**src/rtl/out_rx_dma_pkg.sv**
```systemverilog
package out_rx_dma_pkg;
    typedef enum logic [1:0] {
        ST_IDLE,
        ST_FETCH,
        ST_XFER,
        ST_WBACK
    } dma_state_t;

    localparam int unsigned WORD_BYTES = 4;
endpackage

```
**src/rtl/out_rx_dma_gate.sv**
```systemverilog
module out_rx_dma_gate #(
    parameter int LW = 8,
    parameter int TW = 8
) (
    input  logic          thr_en,
    input  logic [TW-1:0] thr_len,
    input  logic [LW-1:0] rx_level,
    input  logic          rx_pkt_ready,
    output logic          go
);
    localparam int CW = (LW > TW) ? LW : TW;

    logic [CW-1:0] lvl_x;
    logic [CW-1:0] thr_x;
    logic          early;

    always_comb begin
        lvl_x = CW'(rx_level);
        thr_x = CW'(thr_len);
        // early start needs at least one word and the programmed level
        early = thr_en && (lvl_x != '0) && (lvl_x >= thr_x);
        go    = rx_pkt_ready || early;
    end
endmodule

```
**src/rtl/out_rx_dma_acct.sv**
```systemverilog
module out_rx_dma_acct
    import out_rx_dma_pkg::*;
#(
    parameter int AW  = 32,
    parameter int BCW = 16
) (
    input  logic           clk,
    input  logic           rst_n,
    input  logic           load,
    input  logic [AW-1:0]  load_addr,
    input  logic           beat,
    input  logic           beat_last,
    input  logic [2:0]     beat_lb,
    input  logic           beat_err,
    input  logic           clr,
    output logic [AW-1:0]  wr_addr,
    output logic [BCW-1:0] acc_bytes,
    output logic [BCW-1:0] pkt_total,
    output logic           err_acc
);
    logic [BCW-1:0] pkt_bytes;
    logic [BCW-1:0] beat_bytes;
    logic           beat_writes;

    always_comb begin
        beat_bytes  = beat_last ? BCW'(beat_lb) : BCW'(WORD_BYTES);
        beat_writes = !(beat_last && (beat_lb == 3'd0));
        pkt_total   = pkt_bytes + beat_bytes;
    end

    always_ff @(posedge clk) begin
        if (!rst_n) begin
            wr_addr <= '0;
        end else if (load) begin
            wr_addr <= load_addr;
        end else if (beat && beat_writes) begin
            wr_addr <= wr_addr + AW'(WORD_BYTES);
        end
    end

    always_ff @(posedge clk) begin
        if (!rst_n) begin
            pkt_bytes <= '0;
        end else if (beat) begin
            pkt_bytes <= beat_last ? '0 : pkt_total;
        end
    end

    always_ff @(posedge clk) begin
        if (!rst_n) begin
            acc_bytes <= '0;
            err_acc   <= 1'b0;
        end else if (clr) begin
            acc_bytes <= '0;
            err_acc   <= 1'b0;
        end else if (beat) begin
            acc_bytes <= acc_bytes + beat_bytes;
            if (beat_last && beat_err) begin
                err_acc <= 1'b1;
            end
        end
    end
endmodule

```
**src/rtl/out_rx_dma_fsm.sv**
```systemverilog
module out_rx_dma_fsm
    import out_rx_dma_pkg::*;
#(
    parameter int AW  = 32,
    parameter int BCW = 16,
    parameter int MPW = 11
) (
    input  logic           clk,
    input  logic           rst_n,
    input  logic           mode_bf,
    input  logic           upd_each,
    input  logic           go,
    input  logic           desc_ack,
    input  logic [AW-1:0]  desc_addr,
    input  logic           desc_last,
    input  logic           rx_valid,
    input  logic           rx_last,
    input  logic [2:0]     rx_lastbytes,
    input  logic           mem_ready,
    input  logic [BCW-1:0] pkt_total,
    input  logic [MPW-1:0] max_pkt,
    output logic           desc_req,
    output logic           desc_load,
    output logic           rx_pop,
    output logic           mem_wr,
    output logic           wb_valid,
    output logic [AW-1:0]  wb_buf
);
    localparam int CW = (BCW > MPW) ? BCW : MPW;

    dma_state_t    state;
    dma_state_t    nxt;
    logic          have_desc;
    logic          dlast_r;
    logic [AW-1:0] base_r;
    logic          zlp_word;
    logic          fin;
    logic          is_short;
    logic          need_wb;
    logic          drop_desc;

    // outputs and decisions
    always_comb begin
        zlp_word  = rx_last && (rx_lastbytes == 3'd0);
        desc_req  = (state == ST_FETCH);
        desc_load = desc_req && desc_ack;
        mem_wr    = (state == ST_XFER) && rx_valid && !zlp_word;
        rx_pop    = (state == ST_XFER) && rx_valid && (zlp_word || mem_ready);
        wb_valid  = (state == ST_WBACK);
        wb_buf    = base_r;
        fin       = rx_pop && rx_last;
        is_short  = CW'(pkt_total) < CW'(max_pkt);
        need_wb   = mode_bf ? is_short : (upd_each || dlast_r);
        drop_desc = !mode_bf || is_short;
    end

    // next state
    always_comb begin
        nxt = state;
        unique case (state)
            ST_IDLE: begin
                if (go) begin
                    nxt = have_desc ? ST_XFER : ST_FETCH;
                end
            end
            ST_FETCH: begin
                if (desc_ack) begin
                    nxt = ST_XFER;
                end
            end
            ST_XFER: begin
                if (fin) begin
                    nxt = need_wb ? ST_WBACK : ST_IDLE;
                end
            end
            ST_WBACK: begin
                nxt = ST_IDLE;
            end
            default: nxt = ST_IDLE;
        endcase
    end

    always_ff @(posedge clk) begin
        if (!rst_n) begin
            state <= ST_IDLE;
        end else begin
            state <= nxt;
        end
    end

    always_ff @(posedge clk) begin
        if (!rst_n) begin
            have_desc <= 1'b0;
            dlast_r   <= 1'b0;
            base_r    <= '0;
        end else if (desc_load) begin
            have_desc <= 1'b1;
            dlast_r   <= desc_last;
            base_r    <= desc_addr;
        end else if (fin && drop_desc) begin
            have_desc <= 1'b0;
        end
    end
endmodule

```
**src/rtl/out_rx_dma.sv**
```systemverilog
module out_rx_dma #(
    parameter int AW  = 32,
    parameter int LW  = 8,
    parameter int BCW = 16,
    parameter int MPW = 11
) (
    input  logic           clk,
    input  logic           rst_n,
    input  logic           cfg_bufmode,
    input  logic           cfg_upd_each,
    input  logic           cfg_thr_en,
    input  logic [7:0]     cfg_thr_len,
    input  logic [MPW-1:0] cfg_max_pkt,
    output logic           desc_req,
    input  logic           desc_ack,
    input  logic [AW-1:0]  desc_addr,
    input  logic           desc_last,
    input  logic           rx_valid,
    input  logic [31:0]    rx_data,
    input  logic           rx_last,
    input  logic [2:0]     rx_lastbytes,
    input  logic           rx_err,
    input  logic [LW-1:0]  rx_level,
    input  logic           rx_pkt_ready,
    output logic           rx_pop,
    output logic           mem_wr,
    output logic [AW-1:0]  mem_addr,
    output logic [31:0]    mem_wdata,
    input  logic           mem_ready,
    output logic           wb_valid,
    output logic [AW-1:0]  wb_buf,
    output logic [BCW-1:0] wb_bytes,
    output logic           wb_err,
    output logic           irq
);
    logic           go;
    logic           desc_load;
    logic [BCW-1:0] pkt_total;
    logic [BCW-1:0] acc_bytes;
    logic           err_acc;

    out_rx_dma_gate #(.LW(LW), .TW(8)) u_gate (
        .thr_en       (cfg_thr_en),
        .thr_len      (cfg_thr_len),
        .rx_level     (rx_level),
        .rx_pkt_ready (rx_pkt_ready),
        .go           (go)
    );

    out_rx_dma_fsm #(.AW(AW), .BCW(BCW), .MPW(MPW)) u_fsm (
        .clk          (clk),
        .rst_n        (rst_n),
        .mode_bf      (cfg_bufmode),
        .upd_each     (cfg_upd_each),
        .go           (go),
        .desc_ack     (desc_ack),
        .desc_addr    (desc_addr),
        .desc_last    (desc_last),
        .rx_valid     (rx_valid),
        .rx_last      (rx_last),
        .rx_lastbytes (rx_lastbytes),
        .mem_ready    (mem_ready),
        .pkt_total    (pkt_total),
        .max_pkt      (cfg_max_pkt),
        .desc_req     (desc_req),
        .desc_load    (desc_load),
        .rx_pop       (rx_pop),
        .mem_wr       (mem_wr),
        .wb_valid     (wb_valid),
        .wb_buf       (wb_buf)
    );

    out_rx_dma_acct #(.AW(AW), .BCW(BCW)) u_acct (
        .clk       (clk),
        .rst_n     (rst_n),
        .load      (desc_load),
        .load_addr (desc_addr),
        .beat      (rx_pop),
        .beat_last (rx_last),
        .beat_lb   (rx_lastbytes),
        .beat_err  (rx_err),
        .clr       (wb_valid),
        .wr_addr   (mem_addr),
        .acc_bytes (acc_bytes),
        .pkt_total (pkt_total),
        .err_acc   (err_acc)
    );

    always_comb begin
        mem_wdata = rx_data;
        wb_bytes  = acc_bytes;
        wb_err    = err_acc;
        irq       = wb_valid;
    end
endmodule

```
**config.mk**
```make
export PLATFORM = sky130hd
export DESIGN_NAME = out_rx_dma
export DESIGN_NICKNAME = d
export VERILOG_FILES = /design/src/rtl/out_rx_dma_pkg.sv /design/src/rtl/out_rx_dma_gate.sv /design/src/rtl/out_rx_dma_acct.sv /design/src/rtl/out_rx_dma_fsm.sv /design/src/rtl/out_rx_dma.sv
export SDC_FILE = /design/constraint.sdc
export NUM_CORES = 1
export LEC_CHECK = 0
export CORE_MARGIN = 2
export CORE_UTILIZATION = 44
export DETAILED_ROUTE_END_ITERATION = 6
export PLACE_DENSITY = 0.89
export REMOVE_ABC_BUFFERS = 1
export SKIP_LAST_GASP = 1
export SLEW_MARGIN = 10
export SYNTH_ARGS = -nofsm -noshare
export SYNTH_HDL_FRONTEND = slang
export SYNTH_SLANG_ARGS = --single-unit
```
**constraint.sdc**
```tcl
create_clock -name clk -period 5.3 [get_ports clk]
set_input_delay 1.59 -clock clk [delete_from_list [all_inputs] [get_ports clk]]
set_output_delay 1.59 -clock clk [all_outputs]
set_load 0.01 [all_outputs]
```
==> results of run 1 <==
[cell usage after synthesis (2+ instances only)]
master / n / area [sq um]
buf_4: 34 / 255
nor3_2: 2 / 20.0
nor2b_1: 4 / 25.0
a31oi_1: 7 / 43.8
and4_4: 2 / 22.5
nor3_1: 15 / 75.1
a22oi_1: 7 / 52.6
xor2_1: 9 / 78.8
inv_1: 27 / 101
and4_1: 5 / 43.8
buf_1: 2 / 7.51
and2_1: 5 / 31.3
buf_2: 3 / 15.0
a21o_1: 3 / 22.5
or3_1: 10 / 62.6
nor4_1: 4 / 25.0
nand4b_1: 2 / 17.5
nand3_1: 13 / 65.1
ha_1: 25 / 313
a21oi_1: 86 / 430
nor4_4: 3 / 63.8
a211oi_1: 6 / 45.0
dfxtp_1: 101 / 2020
nand2b_1: 5 / 31.3
clkbuf_1: 26 / 97.6
xnor2_1: 41 / 359
nor2_1: 39 / 146
and3_1: 9 / 56.3
nor4_2: 3 / 37.5
nor3b_1: 2 / 15.0
o21ai_0: 35 / 175
o211ai_1: 2 / 15.0
o2bb2ai_1: 2 / 17.5
nand3b_1: 3 / 22.5
nand2_1: 109 / 409
a311oi_1: 2 / 17.5
o2111ai_1: 2 / 17.5
nand4_1: 11 / 68.8
[worst max-delay path: cells and delay by family]
kind / cells / cell delay, ns
buffers and inverters: 3 / 1.25
AND/OR/NAND/NOR: 2 / 0.46
[sequential cells by signal, summed over array words and instances (netlist names)]
name / flops
u_acct.acc_bytes: 16
u_acct.err_acc: 1
u_acct.pkt_bytes: 16
u_acct.wr_addr: 32
u_fsm.dlast_r: 1
u_fsm.have_desc: 1
u_fsm.state: 2
u_fsm.wb_buf: 32
[worst max path at each step]
stage / startpoint / to / slack (ns)
after CTS: rx_lastbytes[1] / mem_wr / 0.40
after floorplan: rx_lastbytes[2] / u_fsm.state[1] / 0.94
after global routing: rx_last / u_fsm.state[0] / 0.20
after detailed placement: rx_last / u_fsm.state[1] / 0.15
after global placement: rx_last / u_fsm.state[1] / 0.28
final: rx_lastbytes[1] / mem_wr / 0.40
[per-stage QoR]
step                      area, sq um  cells  setup WS [ns]
final                            7430    983          0.405
after global placement           7130    967          0.275
after global routing             7430    983          0.199
after floorplan                  5230    623          0.937
after CTS                        7430    983          0.404
after detailed placement         7130    967          0.146
[metal layers]
layer	up-vias	GRT usage	routed length [um]
li1	2599	-	-
met1	2399	0.311	7130
met2	217	0.351	6910
met3	36	0.0675	1310
met4	2	0.0831	389
met5	-	0.0407	49
[power groups by stage]
stage | Clock [mW] | Combinational (mW) | Sequential [mW]
floorplan | 0 | 0.259 | 0.966
global placement | 0 | 0.596 | 0.948
detailed placement | 0 | 0.606 | 0.949
CTS | 0.664 | 0.609 | 0.933
global route | 0.694 | 0.666 | 0.947
finish | 0.648 | 0.604 | 0.934
[cells by family (layout without fill, tap and decap cells)]
kind of cell             count (synthesis)  in the layout
AND/OR/NAND/NOR                        254            254
AO/OA/AOI/OAI                          163            163
flip-flops                             101            101
buffers and inverters                   94            216
XOR/XNOR                                50             50
adder cells (fa/ha/maj)                 26             26
multiplexers                             1              1
[layout make-up]
cell class / count / area, sq um / share of cell area
Tap cell: 172 / 215 / 0.0290
Inverter: 28 / 106 / 0.0143
Clock inverter: 5 / 41.3 / 0.00556
Multi-Input combinational cell: 494 / 3100 / 0.417
Clock buffer: 11 / 253 / 0.0340
Timing Repair Buffer: 172 / 1690 / 0.227
Sequential cell: 101 / 2020 / 0.272
==> summary.md, run 1 <==
| Metric | Value |
|---|---|
| Status | finished clean |
| Commonest non-fill, non-tap cell in the layout | clkdlybuf4s50_1 |
| Crit-path slowest cell | clkdlybuf4s50_1 |
| Setup CP Type | in -> out |
| Fin nets | 937 |
| Boundary Pins | 224 |
| Req. time, crit path | 3.71 ns |
| Lkg Pwr | 2.71 nW |
| Vias in the first global route | 4994 |
| Vias/cell | 5.34 |
| Ys Warns | 0 |
| Sequential area share after synthesis | 0.360 |
| Pins Over Slew Limit | 0 |
| Int Power | 1.50 mW |
| Synth Area in Simple Gates | 0.241 |
| Post-CTS Hold Fix Bufs | 0 |
| Core area | 0.0125 sq mm |
| Share of post-route cells with drive strength above 1 | 0.0678 |
| VDD IR-drop max | 183 uV |
| Startpoint types | input pin |
| CP Capture Type | output pin |
| 1st-iter DRT viols | 436 |
| Seq cells post-synth | 101 |
| Reg power frac | 0.427 |
| Port bufs | 159 |
| Post-cts resize count | 0 |
| Crit Path Max Fanout | 7 |
| TritonCTS Buffers | 9 |
| Routability cong. | 0.862 |
| Critical path's most frequent cell | clkdlybuf4s50_1 |
| Detailed-route DRC error count | 0 |
| All-Layer GR Usage | 0.231 |
| Clk buf depth | 2 |
| Post-synthesis compound-gate area fraction | 0.174 |
| Synth async-reset ratio | 0 |
| Post-synthesis mux area share | 0.00201 |
| Syn_area_per_cell | 8.15 sq um |
| Post-DP HPWL | 11.7 mm |
| Arr. time, crit path | 3.31 ns |
| Clk Tree Root Cell | clkbuf_16 |
| Via count | 5253 |
| Initial antenna violation count | 0 |
| Post-Syn Area | 0.00561 sq mm |
| Total power | 2.19 mW |
| Routed WL per cell | 16.1 um |
| Final Core Density | 0.593 |
| Drt total wl | 15.8 mm |
| Worst R2R Setup Slack | 2.09 ns |
| First-pass GRT wire length | 24.8 mm |
| Worst-case reg-to-reg path depth | 12 |
| Post-route clock period utilization | 0.924 |
| Actual slew at the worst max-slew pin | 0.814 ns |
| Worst Hold Depth | 2 |
| Pin count of the biggest net entering global routing | 46 |
| Fillers | 1141 |
| Combinational Power Share | 0.276 |
| Largest family of logic cells by synthesized area | simple AND/OR/NAND/NOR gates |
| Clock Latency Late Sink | 0.34 ns |
| Fmax | 0.204 GHz |
| Most frequent cells in the layout | 159 x clkdlybuf4s50_1, 108 x nand2_1, 101 x dfxtp_1, 86 x a21oi_1, 41 x xnor2_1 |
| WHS | 0.453 ns |
| RSZ-0062 raised after global routing | no |
| Clock-pin slew on the worst setup and hold paths | 0.07 ns |
| Rows | 41 |
| DIE WIDTH | 117 um |
| Clk pwr share | 0.296 |
| Mapped Cells | 689 |
| Sequence of cells on the critical path | clkdlybuf4s50_1 > nor4b_4 > buf_4 > nor2_1 > clkdlybuf4s50_1 |
| Worst R2R End | u_fsm.state[1] |
| Worst Hold Class | reg -> reg |
| Switching Fraction | 0.313 |
| Crit path largest cell delay | 0.56 ns |
| Antenna Nets Post-Route | 0 |
| Minimum clock period | 4.90 ns |
| CTS tree | yes |
| Synth Area in XOR/XNOR | 0.0780 |
| H-tree depth | 3 |
| Starting Density | 0.448 |
| Hold Fails Final Rpt | 0 |
| Max_slew headroom | 0.455 |
| Final setup viols | 0 |
| Hold_sp | u_fsm.wb_buf[31] |
| Adder and majority cell fraction of the synthesized area | 0.0575 |
| Setup_tns | 0 ns |
| GRT overflow | 0 |
| Sw power | 0.684 mW |
| Yosys cell types | 61 |
| Post-synth EDFFs | 0 |
| CTS Sinks | 101 |
| Area delta synth->final | 32.3% |
| RR Startpoint | u_acct.pkt_bytes[2] |
| Die H | 117 um |
| MaxCap Viol Count | 0 |
| WHS Endpoint | u_fsm.wb_buf[31] |
| Post-CTS Repair Setup Buffers | 0 |
| Die Area | 0.0137 sq mm |
| Top FF cell, synth | dfxtp_1 |
| Setup Skew | 0.00912 ns |
| PwrDens | 294 mW/mm^2 |
| Ant. Diodes | 0 |
| DR pass1 iterations | 4 |
(Power assumes the default switching activity.)
==> run 2: changes to the inputs <==
Settings changed: CORE_MARGIN 2 to default.
==> summary.md, run 2 (synthesis gave the netlist of run 1 again) <==
| Metric | Value |
|---|---|
| Area delta synth->final | 32.4% |
| 1st-iter DRT viols | 389 |
| Startpoint types | input pin |
| Pins Over Slew Limit | 0 |
| Setup CP Type | in -> out |
| CP Capture Type | output pin |
| Antenna Nets Post-Route | 0 |
| Final setup viols | 0 |
| Clk pwr share | 0.308 |
| Starting Density | 0.460 |
| Routed WL per cell | 15.7 um |
| CTS tree | yes |
| Post-DP HPWL | 11.4 mm |
| CTS Sinks | 101 |
| DR pass1 iterations | 4 |
| Via count | 5264 |
| Clk buf depth | 2 |
| Combinational Power Share | 0.274 |
| Hold Fails Final Rpt | 0 |
| Post-CTS Hold Fix Bufs | 0 |
| Detailed-route DRC error count | 0 |
| Clock-pin slew on the worst setup and hold paths | 0.06 ns |
| VDD IR-drop max | 228 uV |
| H-tree depth | 3 |
| Boundary Pins | 224 |
| Hold_sp | u_fsm.wb_buf[21] |
| Routability cong. | 0.873 |
| Commonest non-fill, non-tap cell in the layout | clkdlybuf4s50_1 |
| Port bufs | 159 |
| Switching Fraction | 0.297 |
| Reg power frac | 0.418 |
| RR Startpoint | u_acct.pkt_bytes[2] |
| Lkg Pwr | 2.71 nW |
| Most frequent cells in the layout | 159 x clkdlybuf4s50_1, 108 x nand2_1, 101 x dfxtp_1, 86 x a21oi_1, 41 x xnor2_1 |
| TritonCTS Buffers | 9 |
| Rows | 40 |
| RSZ-0062 raised after global routing | no |
| Minimum clock period | 4.87 ns |
| All-Layer GR Usage | 0.228 |
| Clk Tree Root Cell | clkbuf_16 |
| WHS | 0.454 ns |
| Int Power | 1.56 mW |
| Initial antenna violation count | 0 |
| MaxCap Viol Count | 0 |
| Share of post-route cells with drive strength above 1 | 0.0643 |
| Sw power | 0.661 mW |
| GRT overflow | 0 |
| Post-cts resize count | 0 |
| Actual slew at the worst max-slew pin | 0.754 ns |
| Max_slew headroom | 0.494 |
| Sequential cell area | 0.00202 sq mm |
| First-pass GRT wire length | 23.8 mm |
| Worst Hold Class | reg -> reg |
| Crit path from | rx_last |
| Final Core Density | 0.609 |
| DIE WIDTH | 115 um |
| Crit Path Max Fanout | 6 |
| Setup_tns | 0 ns |
| Arr. time, crit path | 3.28 ns |
| Ant. Diodes | 0 |
| Pin count of the biggest net entering global routing | 40 |
| Fillers | 1074 |
| Die H | 115 um |
| Setup Skew | 0.00692 ns |
| PwrDens | 299 mW/mm^2 |
| Die Area | 0.0132 sq mm |
| Post-route clock period utilization | 0.920 |
| Total power | 2.22 mW |
| Fmax | 0.205 GHz |
| Clock Latency Late Sink | 0.34 ns |
| Post-CTS Repair Setup Buffers | 0 |
| Req. time, crit path | 3.71 ns |
| Vias in the first global route | 4827 |
| Core area | 0.0122 sq mm |
| Vias/cell | 5.39 |
| Area of the multi-input gates | 0.00310 sq mm |
| Drt total wl | 15.3 mm |
| Status | finished clean |
| Fin nets | 937 |
[run 2: cell types whose count changed in the layout (fill, tap and decap cells not counted)]
cell	change
bufinv_16	+2
clkinvlp_4	-1
inv_8	-1
clkbuf_1	+1
clkbuf_8	-2
inv_6	-1
[run 2: layer usage]
layer	up-vias	wire length [um]	share of wire	track usage
met5	-	0	0	0.0222
met4	0	342	0.022	0.0805
met3	26	1260	0.082	0.0849
met2	189	6930	0.45	0.357
met1	2455	6790	0.44	0.284
li1	2594	-	-	-
[run 2: final cells by class]
type	count	area share
inverters	28	0.0143
clock inverters	4	0.00993
clock buffers	10	0.0308
flip-flops and latches	101	0.272
multi-input cells	494	0.417
well taps	168	0.0283
repair buffers	172	0.227
[run 2: through the flow]
stage	setup slack (ns)	instance area [sq um]	std cells
after global routing	0.328	7430	977
final	0.425	7430	977
after floorplan	0.937	5230	623
after CTS	0.406	7430	977
after global placement	0.308	7130	963
after detailed placement	0.161	7130	963
[run 2: critical path, cell delays in order]
cell	delay [ns]
clkdlybuf4s50_1	0.58
nor4b_4	0.33
buf_4	0.22
nor2_1	0.05
clkdlybuf4s50_1	0.51
[run 2: final timing paths]
check,end,depth (start not counted),slack (ns)
setup / recovery,mem_wr,5,0.43
hold / removal,u_fsm.wb_buf[21],2,0.45
setup reg to reg,u_fsm.state[1],12,2.10
hold reg to reg,u_fsm.wb_buf[21],2,0.45
[run 2: power by group through the flow]
stage / Clock (mW) / Sequential (mW) / Combinational [mW]
floorplan: 0 / 0.966 / 0.259
global placement: 0 / 0.940 / 0.598
detailed placement: 0 / 0.943 / 0.605
CTS: 0.697 / 0.927 / 0.613
global route: 0.723 / 0.942 / 0.666
finish: 0.684 / 0.929 / 0.610
==> run 3: changes to the inputs <==
Settings changed: CORE_UTILIZATION 44 to 48, PLACE_DENSITY 0.89 to 0.95, SKIP_LAST_GASP 1 to default.
Clock period 5.3 ns to 5.7 ns, I/O delays scaled along.
==> summary.md, run 3 (synthesis gave the netlist of run 1 again) <==
| Metric | Value |
|---|---|
| Status | finished clean |
| Cell Area, Placed | 0.00707 sq mm |
| CTS Sinks | 101 |
| All-Layer GR Usage | 0.255 |
| 1st-iter DRT viols | 410 |
| Design Area, Final | 0.00736 sq mm |
| Area of the multi-input gates | 0.00310 sq mm |
| DIE WIDTH | 110 um |
| WHS | 0.454 ns |
| Setup_tns | 0 ns |
| VDD IR-drop max | 172 uV |
| Via count | 5270 |
| TritonCTS Buffers | 9 |
| MaxCap Viol Count | 0 |
| Starting Density | 0.492 |
| Non-filler instance count after layout | 950 |
| Fillers | 950 |
| Worst-case reg-to-reg path depth | 12 |
| Crit Path Max Fanout | 8 |
| Clock-pin slew on the worst setup and hold paths | 0.07 ns |
| Share of post-route cells with drive strength above 1 | 0.0632 |
| Clk buf depth | 2 |
| CTS tree | yes |
| H-tree depth | 3 |
| Actual slew at the worst max-slew pin | 0.957 ns |
| Routed WL per cell | 16.4 um |
| RSZ-0062 raised after global routing | no |
| Routability cong. | 0.901 |
| Setup CP Type | in -> out |
| Fmax | 0.193 GHz |
| Worst Hold Class | reg -> reg |
| CP Capture Type | output pin |
| Post-DP HPWL | 11.5 mm |
| Final setup slack of the worst path | 0.519 ns |
| First-pass GRT wire length | 23.8 mm |
| Pin count of the biggest net entering global routing | 52 |
| Max_slew headroom | 0.361 |
| Initial antenna violation count | 0 |
| Final setup viols | 0 |
| Die H | 110 um |
| GRT overflow | 0 |
| Lkg Pwr | 2.69 nW |
| Pins Over Slew Limit | 0 |
| Die Area | 0.0121 sq mm |
| Antenna Nets Post-Route | 0 |
| DR pass1 iterations | 6 |
| Drt total wl | 15.6 mm |
| Ant. Diodes | 0 |
| Sequential cell area | 0.00202 sq mm |
| Clock Latency Late Sink | 0.35 ns |
| Post-cts resize count | 0 |
| Final Core Density | 0.645 |
| Hold Fails Final Rpt | 0 |
| Post-CTS Repair Setup Buffers | 0 |
| Clk Tree Root Cell | clkbuf_16 |
| Port bufs | 159 |
| Vias in the first global route | 4839 |
| Vias/cell | 5.55 |
| Most frequent cells in the layout | 159 x clkdlybuf4s50_1, 108 x nand2_1, 101 x dfxtp_1, 86 x a21oi_1, 41 x xnor2_1 |
| Minimum clock period | 5.18 ns |
| Commonest non-fill, non-tap cell in the layout | clkdlybuf4s50_1 |
| Post-route clock period utilization | 0.909 |
| Detailed-route DRC error count | 0 |
| Area delta synth->final | 31.2% |
| Arr. time, crit path | 3.47 ns |
| Setup Skew | 0.0121 ns |
| Rows | 39 |
| Dpl ws | 0.297 ns |
| Boundary Pins | 224 |
| Fin nets | 933 |
| Total power | 2.04 mW |
| Startpoint types | input pin |
| Core area | 0.0114 sq mm |
| Dpl cells | 934 |
| PwrDens | 277 mW/mm^2 |
| Req. time, crit path | 3.99 ns |
| Post-CTS Hold Fix Bufs | 0 |
| Worst Hold Depth | 2 |
-- run 3: changes by cell type in the layout (fill, tap and decap cells not counted), sizes merged --
cell and delta:
bufinv -2, clkinv +1, buf -4, inv +3, clkinvlp +1, clkbuf -1
-- run 3: worst paths after layout --
check        slack (ns)          endpoint                 from
max                0.52            mem_wr              rx_last
min                0.45  u_fsm.wb_buf[21]     u_fsm.wb_buf[21]
max reg2reg        2.44    u_fsm.state[1]  u_acct.pkt_bytes[2]
min reg2reg        0.45  u_fsm.wb_buf[21]     u_fsm.wb_buf[21]
-- run 3: final cells by class --
class,instances,share of cell area
Timing Repair Buffer,168,0.225
Tap cell,143,0.0243
Clock buffer,9,0.0306
Multi-Input combinational cell,494,0.421
Inverter,28,0.0144
Sequential cell,101,0.275
Clock inverter,7,0.00985
-- run 3: per-layer routing --
| metal | routed length (um) | vias to the layer above | share of wire | global-route usage |
|---|---|---|---|---|
| li1 | - | 2595 | - | - |
| met1 | 7240 | 2426 | 0.46 | 0.345 |
| met2 | 6740 | 214 | 0.43 | 0.375 |
| met3 | 1190 | 33 | 0.076 | 0.0741 |
| met4 | 382 | 2 | 0.025 | 0.105 |
| met5 | 29 | - | 0.0019 | 0.0357 |
-- run 3: where the power goes --
group / leakage [nW] / switching [mW] / internal [mW] / total (mW)
clock network: 0.143 / 0.299 / 0.310 / 0.609
logic: 1.72 / 0.280 / 0.286 / 0.566
registers: 0.819 / 0.0808 / 0.784 / 0.865
-- run 3: worst max-delay path, cell delays in order --
cell	delay, ns
clkdlybuf4s50_1	0.63
nor4b_4	0.36
buf_4	0.22
nor2_1	0.04
clkdlybuf4s50_1	0.50
